**src/rtl/phy_ctl_pkg.sv**
```systemverilog
package phy_ctl_pkg;

    // Control register slots, fixed by the address map
    localparam int NUM_CTL  = 4;
    localparam int IDX_TURN = 0;
    localparam int IDX_RX   = 1;
    localparam int IDX_TX   = 2;
    localparam int IDX_TST  = 3;

    localparam logic [15:0] OFS_TURN = 16'h6224;
    localparam logic [15:0] OFS_RX   = 16'h6254;
    localparam logic [15:0] OFS_TX   = 16'h6258;
    localparam logic [15:0] OFS_TST  = 16'h6260;
    localparam logic [15:0] OFS_STAT = 16'hE2A4;

    localparam logic [15:0] CTL_OFS [NUM_CTL] = '{OFS_TURN, OFS_RX, OFS_TX, OFS_TST};

    localparam int TST_DOUT_W = 8;

    typedef enum logic [0:0] {
        ACC_IDLE = 1'b0,
        ACC_READ = 1'b1
    } acc_state_e;

endpackage

```
**src/rtl/regbank_decode.sv**
```systemverilog
module regbank_decode
    import phy_ctl_pkg::*;
#(
    parameter int ADDR_W = 16
) (
    input  logic [ADDR_W-1:0]  addr,
    output logic [NUM_CTL-1:0] ctl_hit,
    output logic               stat_hit
);

    for (genvar g = 0; g < NUM_CTL; g++) begin : g_hit
        assign ctl_hit[g] = (addr == ADDR_W'(CTL_OFS[g]));
    end

    assign stat_hit = (addr == ADDR_W'(OFS_STAT));

endmodule

```
**src/rtl/masked_reg.sv**
```systemverilog
module masked_reg #(
    parameter int WIDTH = 16
) (
    input  logic             clk,
    input  logic             rst,
    input  logic             wr_en,
    input  logic [WIDTH-1:0] wr_mask,
    input  logic [WIDTH-1:0] wr_data,
    output logic [WIDTH-1:0] q
);

    always_ff @(posedge clk) begin
        if (rst) begin
            q <= '0;
        end else if (wr_en) begin
            q <= (q & ~wr_mask) | (wr_data & wr_mask);
        end
    end

endmodule

```
**src/rtl/phy_ctl_regbank.sv**
```systemverilog
module phy_ctl_regbank
    import phy_ctl_pkg::*;
#(
    parameter int ADDR_W = 16,
    parameter int DATA_W = 32
) (
    input  logic              clk,
    input  logic              rst,
    input  logic              req_valid,
    input  logic              req_write,
    input  logic [ADDR_W-1:0] req_addr,
    input  logic [DATA_W-1:0] req_wdata,
    input  logic [7:0]        tst_dout,
    output logic              rd_valid,
    output logic [DATA_W-1:0] rd_data,
    output logic [3:0]        rx_lane_en,
    output logic [3:0]        rx_force_rx,
    output logic [3:0]        rx_force_stop,
    output logic [3:0]        rx_turn_dis,
    output logic [3:0]        tx_force_rx,
    output logic [3:0]        tx_force_stop,
    output logic [3:0]        tx_turn_dis,
    output logic [3:0]        tx_turn_req,
    output logic [7:0]        tst_din,
    output logic              tst_en,
    output logic              tst_clk,
    output logic              tst_clr,
    output logic [3:0]        rx_turn_req,
    output logic              rx_clk_inv_p0,
    output logic              rx_clk_inv_p1
);

    localparam int HALF_W = DATA_W / 2;

    logic [NUM_CTL-1:0] ctl_hit;
    logic               stat_hit;
    logic               wr_req;
    logic               rd_req;
    logic [HALF_W-1:0]  ctl_q [NUM_CTL];
    logic [DATA_W-1:0]  rd_next;
    logic [DATA_W-1:0]  rd_data_q;
    acc_state_e         state_q;
    acc_state_e         state_d;

    assign wr_req = req_valid &&  req_write;
    assign rd_req = req_valid && !req_write;

    regbank_decode #(.ADDR_W(ADDR_W)) u_decode (
        .addr     (req_addr),
        .ctl_hit  (ctl_hit),
        .stat_hit (stat_hit)
    );

    for (genvar g = 0; g < NUM_CTL; g++) begin : g_ctl
        masked_reg #(.WIDTH(HALF_W)) u_reg (
            .clk     (clk),
            .rst     (rst),
            .wr_en   (wr_req && ctl_hit[g]),
            .wr_mask (req_wdata[DATA_W-1:HALF_W]),
            .wr_data (req_wdata[HALF_W-1:0]),
            .q       (ctl_q[g])
        );
    end

    // Read word selection; unmapped offsets fall through to zero
    always_comb begin
        rd_next = '0;
        for (int i = 0; i < NUM_CTL; i++) begin
            if (ctl_hit[i]) begin
                rd_next[HALF_W-1:0] = ctl_q[i];
            end
        end
        if (stat_hit) begin
            rd_next[TST_DOUT_W-1:0] = tst_dout;
        end
    end

    // Access state machine: next state
    always_comb begin
        unique case (state_q)
            ACC_IDLE: state_d = rd_req ? ACC_READ : ACC_IDLE;
            ACC_READ: state_d = rd_req ? ACC_READ : ACC_IDLE;
            default:  state_d = ACC_IDLE;
        endcase
    end

    // Access state machine: state register
    always_ff @(posedge clk) begin
        if (rst) begin
            state_q <= ACC_IDLE;
        end else begin
            state_q <= state_d;
        end
    end

    // Access state machine: outputs
    always_ff @(posedge clk) begin
        if (rst) begin
            rd_data_q <= '0;
        end else if (rd_req) begin
            rd_data_q <= rd_next;
        end
    end

    assign rd_valid = (state_q == ACC_READ);
    assign rd_data  = rd_data_q;

    // Field outputs
    assign rx_lane_en    = ctl_q[IDX_RX][3:0];
    assign rx_force_rx   = ctl_q[IDX_RX][7:4];
    assign rx_force_stop = ctl_q[IDX_RX][11:8];
    assign rx_turn_dis   = ctl_q[IDX_RX][15:12];

    assign tx_force_rx   = ctl_q[IDX_TX][3:0];
    assign tx_force_stop = ctl_q[IDX_TX][7:4];
    assign tx_turn_dis   = ctl_q[IDX_TX][11:8];
    assign tx_turn_req   = ctl_q[IDX_TX][15:12];

    assign tst_din       = ctl_q[IDX_TST][7:0];
    assign tst_en        = ctl_q[IDX_TST][8];
    assign tst_clk       = ctl_q[IDX_TST][9];
    assign tst_clr       = ctl_q[IDX_TST][10];

    assign rx_turn_req   = ctl_q[IDX_TURN][3:0];
    assign rx_clk_inv_p0 = ctl_q[IDX_TURN][10];
    assign rx_clk_inv_p1 = ctl_q[IDX_TURN][11];

endmodule

```
**config.mk**
```make
export PLATFORM = sky130hd
export DESIGN_NAME = phy_ctl_regbank
export DESIGN_NICKNAME = d
export VERILOG_FILES = /design/src/rtl/phy_ctl_pkg.sv /design/src/rtl/regbank_decode.sv /design/src/rtl/masked_reg.sv /design/src/rtl/phy_ctl_regbank.sv
export SDC_FILE = /design/constraint.sdc
export NUM_CORES = 1
export LEC_CHECK = 0
export CAP_MARGIN = 20
export CORE_MARGIN = 2
export CORE_UTILIZATION = 44
export CTS_BUF_LIST = sky130_fd_sc_hd__clkbuf_4 sky130_fd_sc_hd__clkbuf_8
export CTS_CLUSTER_DIAMETER = 60
export CTS_CLUSTER_SIZE = 25
export DETAILED_ROUTE_END_ITERATION = 16
export PLACE_DENSITY = 0.87
export RECOVER_POWER = 100
export SETUP_SLACK_MARGIN = 0.02
export SYNTH_ARGS = -nofsm -noshare
export SYNTH_HDL_FRONTEND = slang
export SYNTH_SLANG_ARGS = --single-unit
```
**constraint.sdc**
```tcl
create_clock -name clk -period 2.17 [get_ports clk]
set_input_delay 0.5425 -clock clk [delete_from_list [all_inputs] [get_ports clk]]
set_output_delay 0.5425 -clock clk [all_outputs]
set_load 0.05 [all_outputs]
```
==> results of run 1 <==
## critical path, cell delays in order
cell      delay [ps]
buf_6             90
or4b_4           570
nor4_4           320
buf_6            180
buf_4            140
and2_4           150
buf_4            120
a211oi_1          50
o31ai_1          220
## what timing repair did
| item | CTS | global route |
|---|---|---|
| gates cloned | 2 | 1 |
| setup buffers | 13 | 2 |
| resized for setup | 48 | 38 |
| setup endpoints to repair | 81 | 77 |
| hold endpoints to repair | 0 | 0 |
| pin swaps | 14 | 10 |
## how the worst max path moves through the flow
stage / from / end / cells past startpoint
after detailed placement: req_addr[8] / flop / 8
after floorplan: req_addr[8] / flop / 8
after CTS: req_addr[1] / flop / 9
after global routing: req_addr[8] / flop / 9
final: req_addr[8] / rd_data[10]$_SDFFE_PP0P_ / 9
after global placement: req_addr[8] / rd_data[2]$_SDFFE_PP0P_ / 8
## stage by stage
step                      instance area (um2)  setup slack [ps]  setup TNS [ps]
after detailed placement                 6040              -600          -37110
after global routing                     6520             -15.4           -25.4
final                                    6520              28.6               0
after CTS                                6490              23.7               0
after floorplan                          4790             -31.2            -827
after global placement                   6040              -492          -33190
## kinds of logic (layout without fill, tap and decap cells)
family | after synthesis | after routing | synth area share, %
other cells | 1 | 16 | 0.0801
mux | 64 | 64 | 13.7
compound gates | 82 | 82 | 13.1
buf+inv | 98 | 218 | 13.9
flops | 81 | 81 | 34.6
simple gates | 207 | 207 | 24.6
## where the power goes
part	internal [mW]	total (mW)	switching [mW]
Sequential	1.49	1.49	0.00288
Clock	0.698	1.22	0.523
Combinational	0.175	0.425	0.250
Total	2.36	3.14	0.776
## cell usage in the layout (no fill, tap or decap), types with 5 or more instances in the layout
master | Yosys | routed
dfxtp_1 | 81 | 81
o21bai_1 | 5 | 5
buf_4 | 65 | 56
nand2_1 | 17 | 16
nand3b_1 | 5 | 5
nand2b_1 | 5 | 5
mux2i_1 | 64 | 64
conb_1 | 1 | 16
o21ai_0 | 9 | 8
nor4_4 | 3 | 5
nand3_2 | 8 | 18
clkbuf_8 | 0 | 10
nand4_1 | 23 | 23
nor2_1 | 72 | 70
o31ai_1 | 5 | 5
a21o_1 | 17 | 17
clkbuf_1 | 18 | 15
buf_6 | 4 | 12
clkdlybuf4s50_1 | 0 | 96
a31oi_1 | 5 | 5
nand3_1 | 42 | 31
## Yosys cell counts, types with 3 or more instances
cell,number
a32oi_1,4
and2_1,5
nor4_4,3
clkbuf_1,18
a21oi_1,4
nor3_1,3
nand4bb_1,3
nand2b_1,5
buf_2,7
buf_4,65
a32o_1,4
a22o_1,3
o221ai_1,3
a31oi_1,5
nor2_1,72
nand3_1,42
and3_1,3
dfxtp_1,81
a21o_1,17
o31ai_1,5
nor2b_1,4
a222oi_1,3
nand2_1,17
o21bai_1,5
o22ai_1,4
o21ai_0,9
nand3_2,8
o21ai_1,3
nand4_1,23
buf_6,4
a311oi_1,3
nand3b_1,5
mux2i_1,64
## per-layer routing
layer | vias to the layer above | wire length [um] | global-route usage, %
li1 | 2116 | - | -
met1 | 2277 | 5960 | 31.1
met2 | 293 | 7260 | 44.1
met3 | 33 | 1400 | 5.96
met4 | 0 | 340 | 9.00
met5 | - | 0 | 0
## cell type report
type	count	area (um2)	area share, %
Clock buffer	12	153	2.34
Multi-Input combinational cell	369	2660	40.8
Sequential cell	81	1620	24.9
Tap cell	136	170	2.61
Inverter	2	7.51	0.115
Clock inverter	3	65.1	0.999
Timing Repair Buffer	201	1840	28.2
==> flow_metrics.env, run 1 <==
export IMPL_status="finished clean"
export IMPL_final_hold_violation_count=0
export IMPL_hold_depth=2
export IMPL_yosys_area_top_type_share_pct=34.6
export IMPL_synth_top_area_cell="dfxtp_1"
export IMPL_grt_max_degree=82
export IMPL_synthToLayoutAreaGrowth_pct=39.2
export IMPL_hold_class="reg2reg"
export IMPL_synth_edf_count=0
export IMPL_avgSynthCellArea_um2=8.78
export IMPL_worst_slew_pin_transition_ps=713
export IMPL_antenna_cells=0
export IMPL_setup_viol=0
export IMPL_worst_hold_path_endpoint="rd_data[13]$_SDFFE_PP0P_"
export IMPL_clk_pin_slew_worst_paths_ps=80
export IMPL_skew_ps=7.78
export IMPL_rows=37
export IMPL_yosys_warnings=0
export IMPL_track_usage_pct=25.6
export IMPL_placement_io_buffers=125
export IMPL_die_w_um=107
export IMPL_drt_first_pass_iters=5
export IMPL_syn_area_um2=4680
export IMPL_totalWireLength_um=15000
export IMPL_postLayoutCoreUtil_pct=63.1
export IMPL_whs_ps=489
export IMPL_reg2reg_depth=3
export IMPL_drt_iter0_drc=401
export IMPL_crit_fanout=5
export IMPL_ys_seq_elements=81
export IMPL_grt_pass1_vias=4634
export IMPL_cts_buffers=9
export IMPL_ios=142
export IMPL_grt_setup_unrepaired="yes"
export IMPL_synth_flop_cell="dfxtp_1"
export IMPL_fmax_ghz=0.467
export IMPL_drive_gt1_share_pct=21.1
export IMPL_cts_buffer_depth=2
export IMPL_hpwl_um=10400
export IMPL_grt_ovfl_total=0
export IMPL_rr_endpoint="rd_data[3]$_SDFFE_PP0P_"
export IMPL_dp_cells=772
export IMPL_critical_path_class="in2reg"
export IMPL_critPathCaptureType="flop"
export IMPL_gp_congestion=0.880
export IMPL_vias_per_cell=5.87
export IMPL_fillCellCount=821
export IMPL_fin_total_pwr_mw=3.14
export IMPL_yosysUniqueCellTypes=54
export IMPL_cts_tree="yes"
export IMPL_drv_slew=0
export IMPL_start_util_pct=45.3
export IMPL_cts_hold_fix_buffers=0
export IMPL_die_h_um=107
export IMPL_cts_root_buf="clkbuf_8"
export IMPL_fin_cells=804
export IMPL_drtAntennaViolNets=0
export IMPL_core_area_um2=10300
export IMPL_powerDensity_nw_per_um2=482
export IMPL_max_cap_violations=0
export IMPL_setup_worst_path_start_class="input pin"
export IMPL_vdd_drop_max_mv=0.395
export IMPL_yosys_top_cells_area="dfxtp_1 35%, mux2i_1 14%, buf_4 10%"
export IMPL_fin_nets=724
export IMPL_vias=4719
export IMPL_cts_sinks=81
export IMPL_cellLeakagePower_nw=2.89
export IMPL_syn_inst=533
export IMPL_period_share_pct=98.7
export IMPL_drc=0
export IMPL_slew_headroom_pct=52.7
export IMPL_ys_async_sr_fraction_pct=0
export IMPL_htreeDepth=3
export IMPL_synth_seq_area_share_pct=34.6
export IMPL_r2r_setup_slack_ps=1110
export IMPL_antenna_found_initial=0
export IMPL_dieArea_um2=11500
export IMPL_wire_per_inst_um=18.6
export IMPL_min_period_ps=2140
export IMPL_worst_ep_arrival_time_ps=2400
export IMPL_grt_pass1_wl_um=23300
export IMPL_cp_required_ps=2430
export IMPL_insertion_delay_ps=340
(Power assumes the default switching activity.)
==> run 2: changes to the inputs <==
Settings changed: ABC_AREA set to 1, CORE_UTILIZATION 44 to 42, CTS_BUF_LIST sky130_fd_sc_hd__clkbuf_4 sky130_fd_sc_hd__clkbuf_8 to not set, PLACE_DENSITY 0.87 to 0.85.
==> run 2 against run 1 <==
Flip-flop and latch count did not move. Largest power group unchanged. Non-clock buffer count fell by 42. Routed wire length fell by 16%. Sequential power barely moved. Critical endpoint is now rx_turn_dis[2]. Maximum frequency rose by 1.9%. Clock-buffer cell count fell by 1. Die area fell by 0.78%. Global-route usage fell by 3.6 points. Synthesized cell count rose by 18%. Largest cell class unchanged. Via count fell by 9.1%.
==> flow_metrics.env, run 2 <==
export IMPL_grt_pass1_vias=4094
export IMPL_fmax_ghz=0.476
export IMPL_yosys_top_cells_area="dfxtp_1 37%, buf_4 10%, o21ai_0 9.1%"
export IMPL_vias=4289
export IMPL_htreeDepth=3
export IMPL_placement_io_buffers=125
export IMPL_drv_slew=0
export IMPL_worst_hold_path_endpoint="rd_data[6]$_SDFFE_PP0P_"
export IMPL_synthToLayoutAreaGrowth_pct=30.1
export IMPL_antenna_found_initial=0
export IMPL_die_h_um=107
export IMPL_syn_inst=627
export IMPL_ios=142
export IMPL_period_share_pct=96.9
export IMPL_die_w_um=107
export IMPL_crit_path_top_delay_cell="clkdlybuf4s50_1"
export IMPL_start_util_pct=43.1
export IMPL_rr_endpoint="rd_data[15]$_SDFFE_PP0P_"
export IMPL_cts_hold_fix_buffers=0
export IMPL_cp_required_ps=1630
export IMPL_grt_setup_unrepaired="no"
export IMPL_clk_pin_slew_worst_paths_ps=80
export IMPL_grt_max_degree=56
export IMPL_final_cell_mix="117 x clkdlybuf4s50_1, 81 x o21ai_0, 81 x dfxtp_1"
export IMPL_skew_ps=8.65
export IMPL_synth_edf_count=0
export IMPL_syn_area_um2=4430
export IMPL_crit_chain="clkdlybuf4s50_1"
export IMPL_layout_commonest_cell="clkdlybuf4s50_1"
export IMPL_cts_buffers=9
export IMPL_vdd_drop_max_mv=0.431
export IMPL_cts_tree="yes"
export IMPL_vias_per_cell=4.92
export IMPL_track_usage_pct=22.0
export IMPL_yosysUniqueCellTypes=26
export IMPL_setup_ws_ps=67.7
export IMPL_synth_flop_cell="dfxtp_1"
export IMPL_min_period_ps=2100
export IMPL_powerDensity_nw_per_um2=518
export IMPL_cellLeakagePower_nw=2.48
export IMPL_ys_async_sr_fraction_pct=0
export IMPL_cts_buffer_depth=2
export IMPL_synth_top_area_cell="dfxtp_1"
export IMPL_fin_cells=872
export IMPL_reg2reg_depth=4
export IMPL_worst_slew_pin_transition_ps=685
export IMPL_insertion_delay_ps=340
export IMPL_antenna_cells=0
export IMPL_path_delay_family="buffers and inverters"
export IMPL_yosys_area_top_type_share_pct=36.6
export IMPL_critical_path_class="reg2out"
export IMPL_hold_class="reg2reg"
export IMPL_slew_headroom_pct=54.5
export IMPL_r2r_setup_slack_ps=1270
export IMPL_hpwl_um=8880
export IMPL_cp_buffers_inverters=1
export IMPL_dieArea_um2=11400
export IMPL_fin_nets=791
export IMPL_wire_per_inst_um=14.3
export IMPL_drt_iter0_drc=256
export IMPL_core_area_um2=10300
export IMPL_post_place_ws_ps=-125
export IMPL_critPathMaxStageDelay_ps=820
export IMPL_status="finished clean"
export IMPL_cts_sinks=81
export IMPL_drive_gt1_share_pct=11.4
export IMPL_hp_start="rd_data[6]$_SDFFE_PP0P_"
export IMPL_final_hold_violation_count=0
export IMPL_max_cap_violations=0
export IMPL_yosys_warnings=0
export IMPL_grt_pass1_wl_um=20000
export IMPL_drt_first_pass_iters=5
export IMPL_totalWireLength_um=12500
export IMPL_cts_root_buf="clkbuf_8"
export IMPL_setup_worst_path_start_class="flop"
export IMPL_ys_seq_elements=81
export IMPL_grt_ovfl_total=0
export IMPL_dp_cells=856
export IMPL_drc=0
export IMPL_drtAntennaViolNets=0
export IMPL_synth_commonest_cells="81 x dfxtp_1, 81 x o21ai_0, 76 x nand2_1, 75 x a21oi_1, 66 x inv_1"
export IMPL_gp_congestion=0.828
export IMPL_hold_depth=2
export IMPL_worst_ep_arrival_time_ps=1560
export IMPL_rows=37
export IMPL_critPathCaptureType="output pin"
export IMPL_setup_viol=0
export IMPL_synth_seq_area_share_pct=36.6
export IMPL_crit_fanout=3
export IMPL_postLayoutCoreUtil_pct=56.1
export IMPL_avgSynthCellArea_um2=7.07
[run 2: timing repair]
item                       CTS  global route
buffers inserted             0             0
gates resized for setup      0             4
setup endpoints to repair    0             4
[run 2: metrics by stage]
stage,hold WS (ps),total power [mW],setup TNS (ps),area [um2]
floorplan,490,1.75,0,4490
global placement,454,1.91,-548,5680
detailed placement,456,1.91,-3330,5680
CTS,469,3.01,0,5880
global route,489,3.10,0,5770
finish,469,2.99,0,5770
[run 2: how the worst max path moves through the flow]
stage | startpoint | slack (ps) | cells past startpoint | to
CTS | flop | 40 | 1 | rx_force_stop[2]
detailed placement | req_addr[4] | -130 | 12 | flop
floorplan | req_addr[11] | 490 | 9 | rd_data[8]$_SDFFE_PP0P_
finish | flop | 70 | 1 | rx_turn_dis[2]
global placement | req_addr[5] | -40 | 11 | rd_data[15]$_SDFFE_PP0P_
global route | req_addr[4] | 20 | 10 | rd_data[12]$_SDFFE_PP0P_
[run 2: cell families after synthesis]
| family | after synthesis | share of synthesized area [%] |
|---|---|---|
| simple gates | 226 | 25.6 |
| compound gates | 169 | 19.1 |
| buf+inv | 150 | 18.7 |
| flops | 81 | 36.6 |
| other cells | 1 | 0.0846 |
[run 2: power breakdown]
part           total (mW)  internal (mW)  switching, mW
sequential           1.50           1.49        0.00394
combinational       0.372          0.149          0.223
clock                1.12          0.560          0.559
total                2.99           2.20          0.785
[run 2: layout make-up]
| class | count | area (um2) |
|---|---|---|
| timing repair buffer | 159 | 1530 |
| multi-input combinational | 411 | 1980 |
| sequential | 81 | 1620 |
| clock buffer | 11 | 141 |
| inverter | 69 | 264 |
| tap | 136 | 170 |
| fill | 970 | 4510 |
| clock inverter | 5 | 55.1 |
[run 2: per-layer routing]
layer / vias up / track usage [%] / wire (um) / part of all wire [%]
met2: 193 / 34.3 / 5550 / 44
met4: 0 / 8.81 / 311 / 2.5
li1: 2161 / - / - / -
met3: 28 / 4.50 / 1050 / 8.4
met1: 1907 / 29.8 / 5590 / 45
met5: - / 0 / 0 / 0
